<file path="src/rtl/dref_pkg.sv">
package dref_pkg;
    typedef enum logic [1:0] {SQ_IDLE, SQ_LEAD, SQ_ACT, SQ_PRE} sq_state_e;
    typedef enum logic [1:0] {PH_PAUSE, PH_INIT, PH_RUN} phase_e;
endpackage

</file>
<file path="src/rtl/dref_tick.sv">
module dref_tick #(
    parameter int INTERVAL_CYC = 780
) (
    input  logic clk,
    input  logic rst_n,
    input  logic en,
    output logic tick
);
    localparam int TW = (INTERVAL_CYC > 1) ? $clog2(INTERVAL_CYC) : 1;

    logic [TW-1:0] cnt_d, cnt_q;

    always_comb begin
        cnt_d = cnt_q;
        tick  = 1'b0;
        if (en) begin
            if (cnt_q == '0) begin
                tick  = 1'b1;
                cnt_d = TW'(INTERVAL_CYC - 1);
            end else begin
                cnt_d = cnt_q - 1'b1;
            end
        end
    end

    always_ff @(posedge clk or negedge rst_n) begin
        if (!rst_n) cnt_q <= TW'(INTERVAL_CYC - 1);
        else        cnt_q <= cnt_d;
    end
endmodule

</file>
<file path="src/rtl/dref_seq.sv">
module dref_seq
    import dref_pkg::*;
#(
    parameter bit USE_CBR  = 1'b1,
    parameter int ROW_BITS = 13,
    parameter int ADDR_W   = 13,
    parameter int T_LEAD   = 1,
    parameter int T_RASW   = 3,
    parameter int T_PRE    = 3
) (
    input  logic              clk,
    input  logic              rst_n,
    input  logic              start,
    output logic              busy,
    output logic              done,
    output logic              ras_n,
    output logic              cas_n,
    output logic              we_n,
    output logic              drive_en,
    output logic [ADDR_W-1:0] addr
);
    localparam int TM1  = (T_LEAD > T_RASW) ? T_LEAD : T_RASW;
    localparam int TMAX = (TM1 > T_PRE) ? TM1 : T_PRE;
    localparam int CW   = $clog2(TMAX + 1);

    typedef struct packed {
        sq_state_e           st;
        logic [CW-1:0]       cnt;
        logic [ROW_BITS-1:0] row;
    } seq_s;

    seq_s d, q;

    always_comb begin
        d    = q;
        done = 1'b0;
        unique case (q.st)
            SQ_IDLE: if (start) begin
                if (USE_CBR) begin
                    d.st  = SQ_LEAD;
                    d.cnt = CW'(T_LEAD - 1);
                end else begin
                    d.st  = SQ_ACT;
                    d.cnt = CW'(T_RASW - 1);
                end
            end
            SQ_LEAD: begin
                if (q.cnt == '0) begin
                    d.st  = SQ_ACT;
                    d.cnt = CW'(T_RASW - 1);
                end else d.cnt = q.cnt - 1'b1;
            end
            SQ_ACT: begin
                if (q.cnt == '0) begin
                    d.st  = SQ_PRE;
                    d.cnt = CW'(T_PRE - 1);
                end else d.cnt = q.cnt - 1'b1;
            end
            SQ_PRE: begin
                if (q.cnt == '0) begin
                    d.st = SQ_IDLE;
                    done = 1'b1;
                    if (!USE_CBR) d.row = q.row + 1'b1;
                end else d.cnt = q.cnt - 1'b1;
            end
            default: d.st = SQ_IDLE;
        endcase
    end

    always_ff @(posedge clk or negedge rst_n) begin
        if (!rst_n) q <= '{st: SQ_IDLE, cnt: '0, row: '0};
        else        q <= d;
    end

    assign busy     = (q.st != SQ_IDLE);
    assign drive_en = busy;
    assign ras_n    = (q.st != SQ_ACT);
    assign we_n     = 1'b1;

    generate
        if (USE_CBR) begin : g_cbr
            assign cas_n = !(q.st == SQ_LEAD || q.st == SQ_ACT);
            assign addr  = '0;
        end else begin : g_ror
            assign cas_n = 1'b1;
            assign addr  = drive_en ? ADDR_W'(q.row) : '0;
        end
    endgenerate
endmodule

</file>
<file path="src/rtl/dram_refresh_init.sv">
module dram_refresh_init
    import dref_pkg::*;
#(
    parameter bit USE_CBR      = 1'b1,
    parameter int ADDR_W       = 13,
    parameter int ROW_BITS     = 13,
    parameter int PAUSE_CYC    = 10000,
    parameter int INIT_CYC     = 8,
    parameter int INTERVAL_CYC = 780,
    parameter int BACKLOG_MAX  = 4,
    parameter int T_LEAD       = 1,
    parameter int T_RASW       = 3,
    parameter int T_PRE        = 3
) (
    input  logic              clk,
    input  logic              rst_n,
    output logic              ref_req,
    input  logic              ref_gnt,
    output logic              ready,
    output logic              ref_lost,
    output logic              ras_n,
    output logic              cas_n,
    output logic              we_n,
    output logic              drive_en,
    output logic [ADDR_W-1:0] addr
);
    localparam int PW   = (PAUSE_CYC > 1) ? $clog2(PAUSE_CYC) : 1;
    localparam int PMAX = (INIT_CYC > BACKLOG_MAX) ? INIT_CYC : BACKLOG_MAX;
    localparam int NW   = $clog2(PMAX + 1);
    localparam int IW   = $clog2(INIT_CYC + 1);

    typedef struct packed {
        phase_e        phase;
        logic [PW-1:0] pcnt;
        logic [NW-1:0] pend;
        logic [IW-1:0] init_left;
        logic          ready;
        logic          lost;
    } top_s;

    top_s d, q;
    logic seq_busy, seq_done, seq_start, tick;

    assign seq_start = (q.pend != '0) && ref_gnt && !seq_busy;

    dref_tick #(.INTERVAL_CYC(INTERVAL_CYC)) u_tick (
        .clk  (clk),
        .rst_n(rst_n),
        .en   (q.phase == PH_RUN),
        .tick (tick)
    );

    dref_seq #(
        .USE_CBR (USE_CBR),
        .ROW_BITS(ROW_BITS),
        .ADDR_W  (ADDR_W),
        .T_LEAD  (T_LEAD),
        .T_RASW  (T_RASW),
        .T_PRE   (T_PRE)
    ) u_seq (
        .clk     (clk),
        .rst_n   (rst_n),
        .start   (seq_start),
        .busy    (seq_busy),
        .done    (seq_done),
        .ras_n   (ras_n),
        .cas_n   (cas_n),
        .we_n    (we_n),
        .drive_en(drive_en),
        .addr    (addr)
    );

    always_comb begin
        d      = q;
        d.lost = 1'b0;
        unique case (q.phase)
            PH_PAUSE: begin
                if (q.pcnt == '0) begin
                    d.phase = PH_INIT;
                    d.pend  = NW'(INIT_CYC);
                end else d.pcnt = q.pcnt - 1'b1;
            end
            PH_INIT: begin
                if (seq_start) d.pend = q.pend - 1'b1;
                if (seq_done) begin
                    d.init_left = q.init_left - 1'b1;
                    if (q.init_left == IW'(1)) begin
                        d.phase = PH_RUN;
                        d.ready = 1'b1;
                    end
                end
            end
            PH_RUN: begin
                unique case ({tick, seq_start})
                    2'b10: begin
                        if (q.pend == NW'(BACKLOG_MAX)) d.lost = 1'b1;
                        else                            d.pend = q.pend + 1'b1;
                    end
                    2'b01:   d.pend = q.pend - 1'b1;
                    default: d.pend = q.pend;
                endcase
            end
            default: d.phase = PH_PAUSE;
        endcase
    end

    always_ff @(posedge clk or negedge rst_n) begin
        if (!rst_n) q <= '{phase: PH_PAUSE, pcnt: PW'(PAUSE_CYC - 1), pend: '0,
                           init_left: IW'(INIT_CYC), ready: 1'b0, lost: 1'b0};
        else        q <= d;
    end

    assign ref_req  = (q.pend != '0) || seq_busy;
    assign ready    = q.ready;
    assign ref_lost = q.lost;
endmodule

</file>
<file path="config.mk">
export PLATFORM = sky130hd
export DESIGN_NAME = dram_refresh_init
export DESIGN_NICKNAME = d
export VERILOG_FILES = /design/src/rtl/dref_pkg.sv /design/src/rtl/dref_tick.sv /design/src/rtl/dref_seq.sv /design/src/rtl/dram_refresh_init.sv
export SDC_FILE = /design/constraint.sdc
export NUM_CORES = 1
export LEC_CHECK = 0
export BUFFER_PORTS_ARGS = -buffer_cell sky130_fd_sc_hd__buf_2
export CAP_MARGIN = 20
export CORE_ASPECT_RATIO = 0.75
export CORE_UTILIZATION = 53
export DETAILED_ROUTE_END_ITERATION = 10
export HOLD_SLACK_MARGIN = 0.06
export PLACE_DENSITY_LB_ADDON = 0.2
export SETUP_SLACK_MARGIN = 0.4
export SYNTH_ARGS = -nofsm -noshare
export SYNTH_HDL_FRONTEND = slang
export SYNTH_SLANG_ARGS = --single-unit
</file>
<file path="constraint.sdc">
create_clock -name clk -period 2.25 [get_ports clk]
set_input_delay 0.5625 -clock clk [delete_from_list [all_inputs] [get_ports clk]]
set_output_delay 0.5625 -clock clk [all_outputs]
set_load 0.03 [all_outputs]
</file>
# Word-level counts from Yosys, hierarchy flattened
# Cells that the tools add are included.
# Widths: inputs -> output; s select.
dict set report word_totals {
  register_bits 40
  out_inout_bits 20
}
dict set report classes {
  add_sub_neg 6
  mux 24
  n_reduce_logical 21
  bitwise 2
  eq_ne 21
}
# cell count
set ops {}
lappend ops {{$mux 2} 8}
lappend ops {{$mux 4} 4}
lappend ops {{$pmux 4 s4} 1}
lappend ops {{$logic_not 14->1} 1}
lappend ops {{$ne 2x2->1 const B} 7}
lappend ops {{$sub 14x1->14 const B} 1}
lappend ops {{$pmux 4 s3} 1}
lappend ops {{$logic_not 10->1} 1}
lappend ops {{$mux 10} 1}
lappend ops {{$sub 10x1->10 const B} 1}
lappend ops {{$eq 2x2->1 const B} 4}
lappend ops {{$pmux 4 s2} 1}
lappend ops {{$reduce_and 4->1} 2}
lappend ops {{$sub 4x1->4 const B} 2}
lappend ops {{$mux 1} 7}
lappend ops {{$eq 2x1->1 const B} 3}
lappend ops {{$logic_not 2->1} 3}
lappend ops {{$ne 2x1->1 const B} 3}
lappend ops {{$ne 3x3->1 const B} 2}
lappend ops {{$pmux 2 s3} 1}
lappend ops {{$reduce_and 2->1} 3}
lappend ops {{$reduce_and 5->1} 1}
lappend ops {{$add 4x1->4 const B} 1}
lappend ops {{$eq 4x1->1 const B} 1}
lappend ops {{other kinds (10)} 14}

# Longest topological paths before layout
dict set report logic_depth {
  ltp_word 6
  mapped_depth 10
}

# Modules after synthesis
# A second synthesis with hierarchy kept.
dict set report hier_totals {
  hier_cells 246
  area_unflattened_um2 2478.6
}
# module cells_per_inst seq_area_each_um2 area_each_um2 instances
set modules_own_cells {}
lappend modules_own_cells {dram_refresh_init 146 661.9 1515.2 1}
lappend modules_own_cells {dref_tick 50 256.5 525.5 1}
lappend modules_own_cells {dref_seq 50 100.1 437.9 1}

# Worst setup path after synthesis
# OpenSTA, ideal clock, no wires.
dict set report synth_path {
  path_kind {reg-to-reg}
  startpoint {register u_tick.cnt_q[4]}
  endpoint {register q[9] (netlist bit)}
  required_time_ns 2.120
  slack_ns -0.224
  path_stages_with_launch 10
  setup_ns 0.130
  arrival_ns 2.343
  path_cell_list {dfrtp_1 -> or4_1 -> nor2_1 -> nand4_1 -> inv_1 -> ha_1 -> a21oi_1 -> o2111ai_4 -> o21ai_1 -> o31ai_1}
}
dict set report synth_between {
  elab_chain_cells 6
  word_cells_on_any_way 10
  classes_between {eq/ne: 4; mux: 4; reduce/logical: 2}
}
# item line_no
set synth_lines {}
lappend synth_lines {{start: declaration} dref_tick.sv:11} ;# logic [TW-1:0] cnt_d, cnt_q;
lappend synth_lines {{start signal: assignment} dref_tick.sv:27} ;# if (!rst_n) cnt_q <= TW'(INTERVAL_CYC - 1);
lappend synth_lines {{start signal: assignment} dref_tick.sv:28} ;# else cnt_q <= cnt_d;
lappend synth_lines {{$logic_not 10->1 (*)} dref_tick.sv:17} ;# if (cnt_q == '0) begin
lappend synth_lines {{$mux 1 (*)} dref_tick.sv:17}
lappend synth_lines {{$mux 1 (*)} dref_tick.sv:16} ;# if (en) begin
lappend synth_lines {{$eq 2x1->1 or $eq 2x2->1 (tied branches)} dram_refresh_init.sv:94} ;# unique case ({tick, seq_start})
lappend synth_lines {{$pmux 4 s2 or $ne 3x3->1 (tied branches)} --}
lappend synth_lines {{$pmux 4 s3 or $reduce_and 5->1 (tied branches)} --}
lappend synth_lines {{end signal: assignment} dram_refresh_init.sv:108} ;# if (!rst_n) q <= '{phase: PH_PAUSE, pcnt: PW'(PAUSE_CYC - 1), pend: '0,
lappend synth_lines {{end: declaration} dram_refresh_init.sv:41} ;# top_s d, q;
# Mark *: on every way between the ends. The rest lies on a longest branch, timed or not.
# A chain may end at the register's enable or synchronous reset.

# Final worst setup path
dict set report layout_path {
  startpoint {register u_tick.cnt_q[7]}
  endpoint {register q[9] (netlist bit)}
}
# The elaborated chain is that of the path after synthesis.

==> impl_metrics.py <==
metrics = {
    "outcome": {
        "status": "finished with violations",
        "violations": "negative setup slack",
    },
    "synthesis": {
        "synth-seq-cells": 40,
        "synth_edf_count": 0,
        "syn_area_per_cell_sq_um": 9.79,
        "yosysWarnings": 0,
        "synth-async-reset-ratio": 1.00,
        "postSynthCellCount": 245,
        "yosysUniqueCellTypes": 41,
        "yosysSeqAreaShare": 0.425,
        "synth_ff_type": "dfrtp_1",
        "synth_area_sq_mm": 0.00240,
    },
    "power_and_ir_drop": {
        "p_leak_nw": 1.56,
        "clkPwrFrac": 0.131,
        "p_comb_frac": 0.548,
        "power.internal_mw": 2.09,
        "p_seq_frac": 0.321,
        "power_switching_mw": 1.53,
        "powerDensity_mw_per_mm2": 1140,
        "swShare": 0.423,
        "ir_worst_vdd_v": 0.000998,
    },
    "route": {
        "drcViolationCount": 0,
        "via_per_inst": 5.33,
        "vias": 1881,
        "ant_nets": 0,
        "drtPass1Iterations": 4,
        "wirelength_mm": 5.02,
        "post_drt_wl_per_cell_um": 14.2,
        "drt_iter0_drc": 57,
    },
    "final_layout": {
        "finish.utilization": 0.758,
        "insertedDiodeCount": 0,
        "stdcell_area_sq_mm": 0.00319,
        "fill_cells": 291,
        "area_delta_synth_final_pct": 32.9,
        "nets": 321,
        "drive_above_1_share": 0.443,
        "final-seq-area_sq_mm": 0.00102,
        "multi_input_area_sq_mm": 0.00149,
    },
    "timing": {
        "fin_crit_sh": 1.03,
        "hold_viol": 0,
        "grt_setup_unrepaired": "yes",
        "fin_worst_skew_ns": 0.00410,
        "clock.fmax_mhz": 431,
        "setup_viol": 3,
        "period_needed_ns": 2.32,
        "worst_slack_ns": -0.0675,
        "finalMaxSlewViolations": 0,
    },
    "grt": {
        "track_usage": 0.215,
        "grt_pass1_wl_mm": 7.90,
        "grt_pass1_vias": 1765,
        "overflow": 0,
        "grt_start_max_net_pins": 29,
        "antenna_found_initial": 0,
    },
    "worst_setup_path": {
        "r2r_setup_slack_ns": -0.07,
        "reg2reg_from": "u_tick.cnt_q[7]",
        "r2r-end": "q[9]",
        "required_ns": 2.43,
        "cp-start-kind": "flop",
        "crit_arrival_ns": 2.49,
        "cp_max_fo": 4,
        "rr_worst_depth": 9,
        "critPathCaptureType": "flop",
        "crit_type": "flop to flop",
    },
    "clock_tree": {
        "cts_hold_buf": 0,
        "clockRootBuffer": "clkbuf_8",
        "cts_buffer_depth": 2,
        "cts_inserted_buffers": 5,
        "cts_tree": "yes",
        "cts.sinks": 40,
        "clkSlewWorstSetupHoldPaths_ns": 0.08,
        "clk_latency_ns": 0.29,
        "h-tree-depth": 2,
    },
    "placement": {
        "post_dp_cell_area_sq_mm": 0.00260,
        "place_hpwl_mm": 3.08,
        "routabilityCongestion": 0.777,
        "numPortBuffers": 8,
        "place_ws_ns": -0.0158,
    },
    "floorplanning": {
        "start_util": 0.571,
        "ios": 23,
        "core_area_sq_mm": 0.00420,
        "rows": 20,
        "die_y_um": 60.3,
        "dieArea_sq_mm": 0.00480,
        "die_w_um": 79.7,
    },
    "run": {
        "drv_cap": 0,
    },
    "min_path": {
        "hold_path.class": "input pin to async pin",
    },
}
worst max-delay path: stages (launching register included):
cell	delay, ns
dfrtp_1	0.40
or4_4	0.56
nor2_4	0.09
nand4_1	0.22
ha_4	0.27
nand4b_1	0.20
a21oi_2	0.16
o21ai_1	0.08
o21ai_2	0.15
o31ai_2	0.08
stage by stage:
| stage | hold WS, ns | TNS [ns] | power, mW | cells |
|---|---|---|---|---|
| 4_1_cts | 0.161 | 0 | 3.33 | 344 |
| 2_1_floorplan | 0.267 | 0 | 2.33 | 257 |
| 3_5_place_dp | 0.454 | -0.0158 | 2.68 | 317 |
| 5_1_grt | 0.159 | -0.562 | 3.88 | 353 |
| 3_3_place_gp | 0.455 | 0 | 2.65 | 317 |
| 6_report | 0.152 | -0.109 | 3.63 | 353 |
synth_stat cells, types with 2 or more instances:
| library cell | count | area share |
|---|---|---|
| a21o_1 | 3 | 0.0094 |
| a21oi_1 | 6 | 0.013 |
| a31oi_1 | 2 | 0.0052 |
| buf_4 | 14 | 0.044 |
| clkbuf_1 | 3 | 0.0047 |
| conb_1 | 2 | 0.0031 |
| dfrtp_1 | 26 | 0.27 |
| dfstp_2 | 14 | 0.15 |
| ha_1 | 21 | 0.11 |
| inv_1 | 25 | 0.039 |
| nand2_1 | 17 | 0.027 |
| nand2b_1 | 2 | 0.0052 |
| nand3_1 | 6 | 0.013 |
| nand4_1 | 4 | 0.010 |
| nor2_1 | 15 | 0.023 |
| nor2b_1 | 4 | 0.010 |
| nor3_1 | 7 | 0.015 |
| nor4_1 | 8 | 0.021 |
| o211ai_1 | 3 | 0.0094 |
| o21ai_0 | 16 | 0.033 |
| or2_2 | 2 | 0.0052 |
| or3_1 | 4 | 0.010 |
| or4_4 | 2 | 0.0094 |
| or4b_1 | 2 | 0.0083 |
| xnor2_1 | 9 | 0.033 |
| xor2_1 | 13 | 0.047 |
routing by layer:
| metal | part of all wire | track usage |
|---|---|---|
| met3 | 0.032 | 0.0443 |
| met1 | 0.49 | 0.297 |
| met5 | 0 | 0 |
| met2 | 0.47 | 0.346 |
| met4 | 0.0080 | 0.0597 |
registers in the layout, indices dropped and copies added (netlist names):
| signal | count |
|---|---|
| q | 24 |
| ready | 1 |
| ref_lost | 1 |
| u_seq.q | 4 |
| u_tick.cnt_q | 10 |
repair_timing:
item | in CTS | in global routing
endpoints found under the setup margin | 18 | 26
gates resized for setup | 21 | 60
hold endpoints to repair | 0 | 0
buffers inserted | 19 | 9
pin swaps | 7 | 16
placed cells by master, fill, tap and decap left out, types with 12 or more instances in the layout:
| cell | n |
|---|---|
| o21ai_0 | 13 |
| inv_1 | 14 |
| conb_1 | 14 |
| dfstp_2 | 14 |
| dfrtp_1 | 25 |
| xor2_1 | 13 |
| ha_1 | 15 |
| nand2_1 | 12 |
| buf_6 | 13 |
| buf_4 | 31 |
power groups by stage:
stage,clock [mW],sequential (mW),combinational (mW)
6_report,0.476,1.16,1.99
5_1_grt,0.509,1.19,2.18
2_1_floorplan,0,1.12,1.21
3_5_place_dp,0,1.14,1.55
3_3_place_gp,0,1.13,1.52
4_1_cts,0.475,1.14,1.71
kinds of logic after synthesis:
kind of cell    Yosys count  synth area share
compound gates           39             0.117
xor+xnor                 22            0.0803
other cells               2           0.00313
fa+ha+maj                21             0.110
buf+inv                  42            0.0876
mux                       1           0.00417
flops                    40             0.425
simple gates             78             0.174
worst max path at each step:
stage                         start  slack (ns)  cells past startpoint    to
global route        u_tick.cnt_q[7]       -0.17                      9  q[9]
CTS                 u_tick.cnt_q[4]        0.03                      9  q[9]
finish              u_tick.cnt_q[7]       -0.07                      9  q[9]
floorplan           u_tick.cnt_q[5]       0.002                      9  q[9]
detailed placement  u_tick.cnt_q[7]       -0.02                      9  q[8]
global placement              q[10]        0.08                      8  q[9]
area by class of cell:
class | count | share of cell area
clock buffers | 7 | 0.0239
flip-flops and latches | 40 | 0.320
repair buffers | 50 | 0.136
multi-input cells | 175 | 0.467
well taps | 55 | 0.0216
inverters | 25 | 0.0294
clock inverters | 1 | 0.00157
Note: power is estimated with default switching activity, not from simulation.
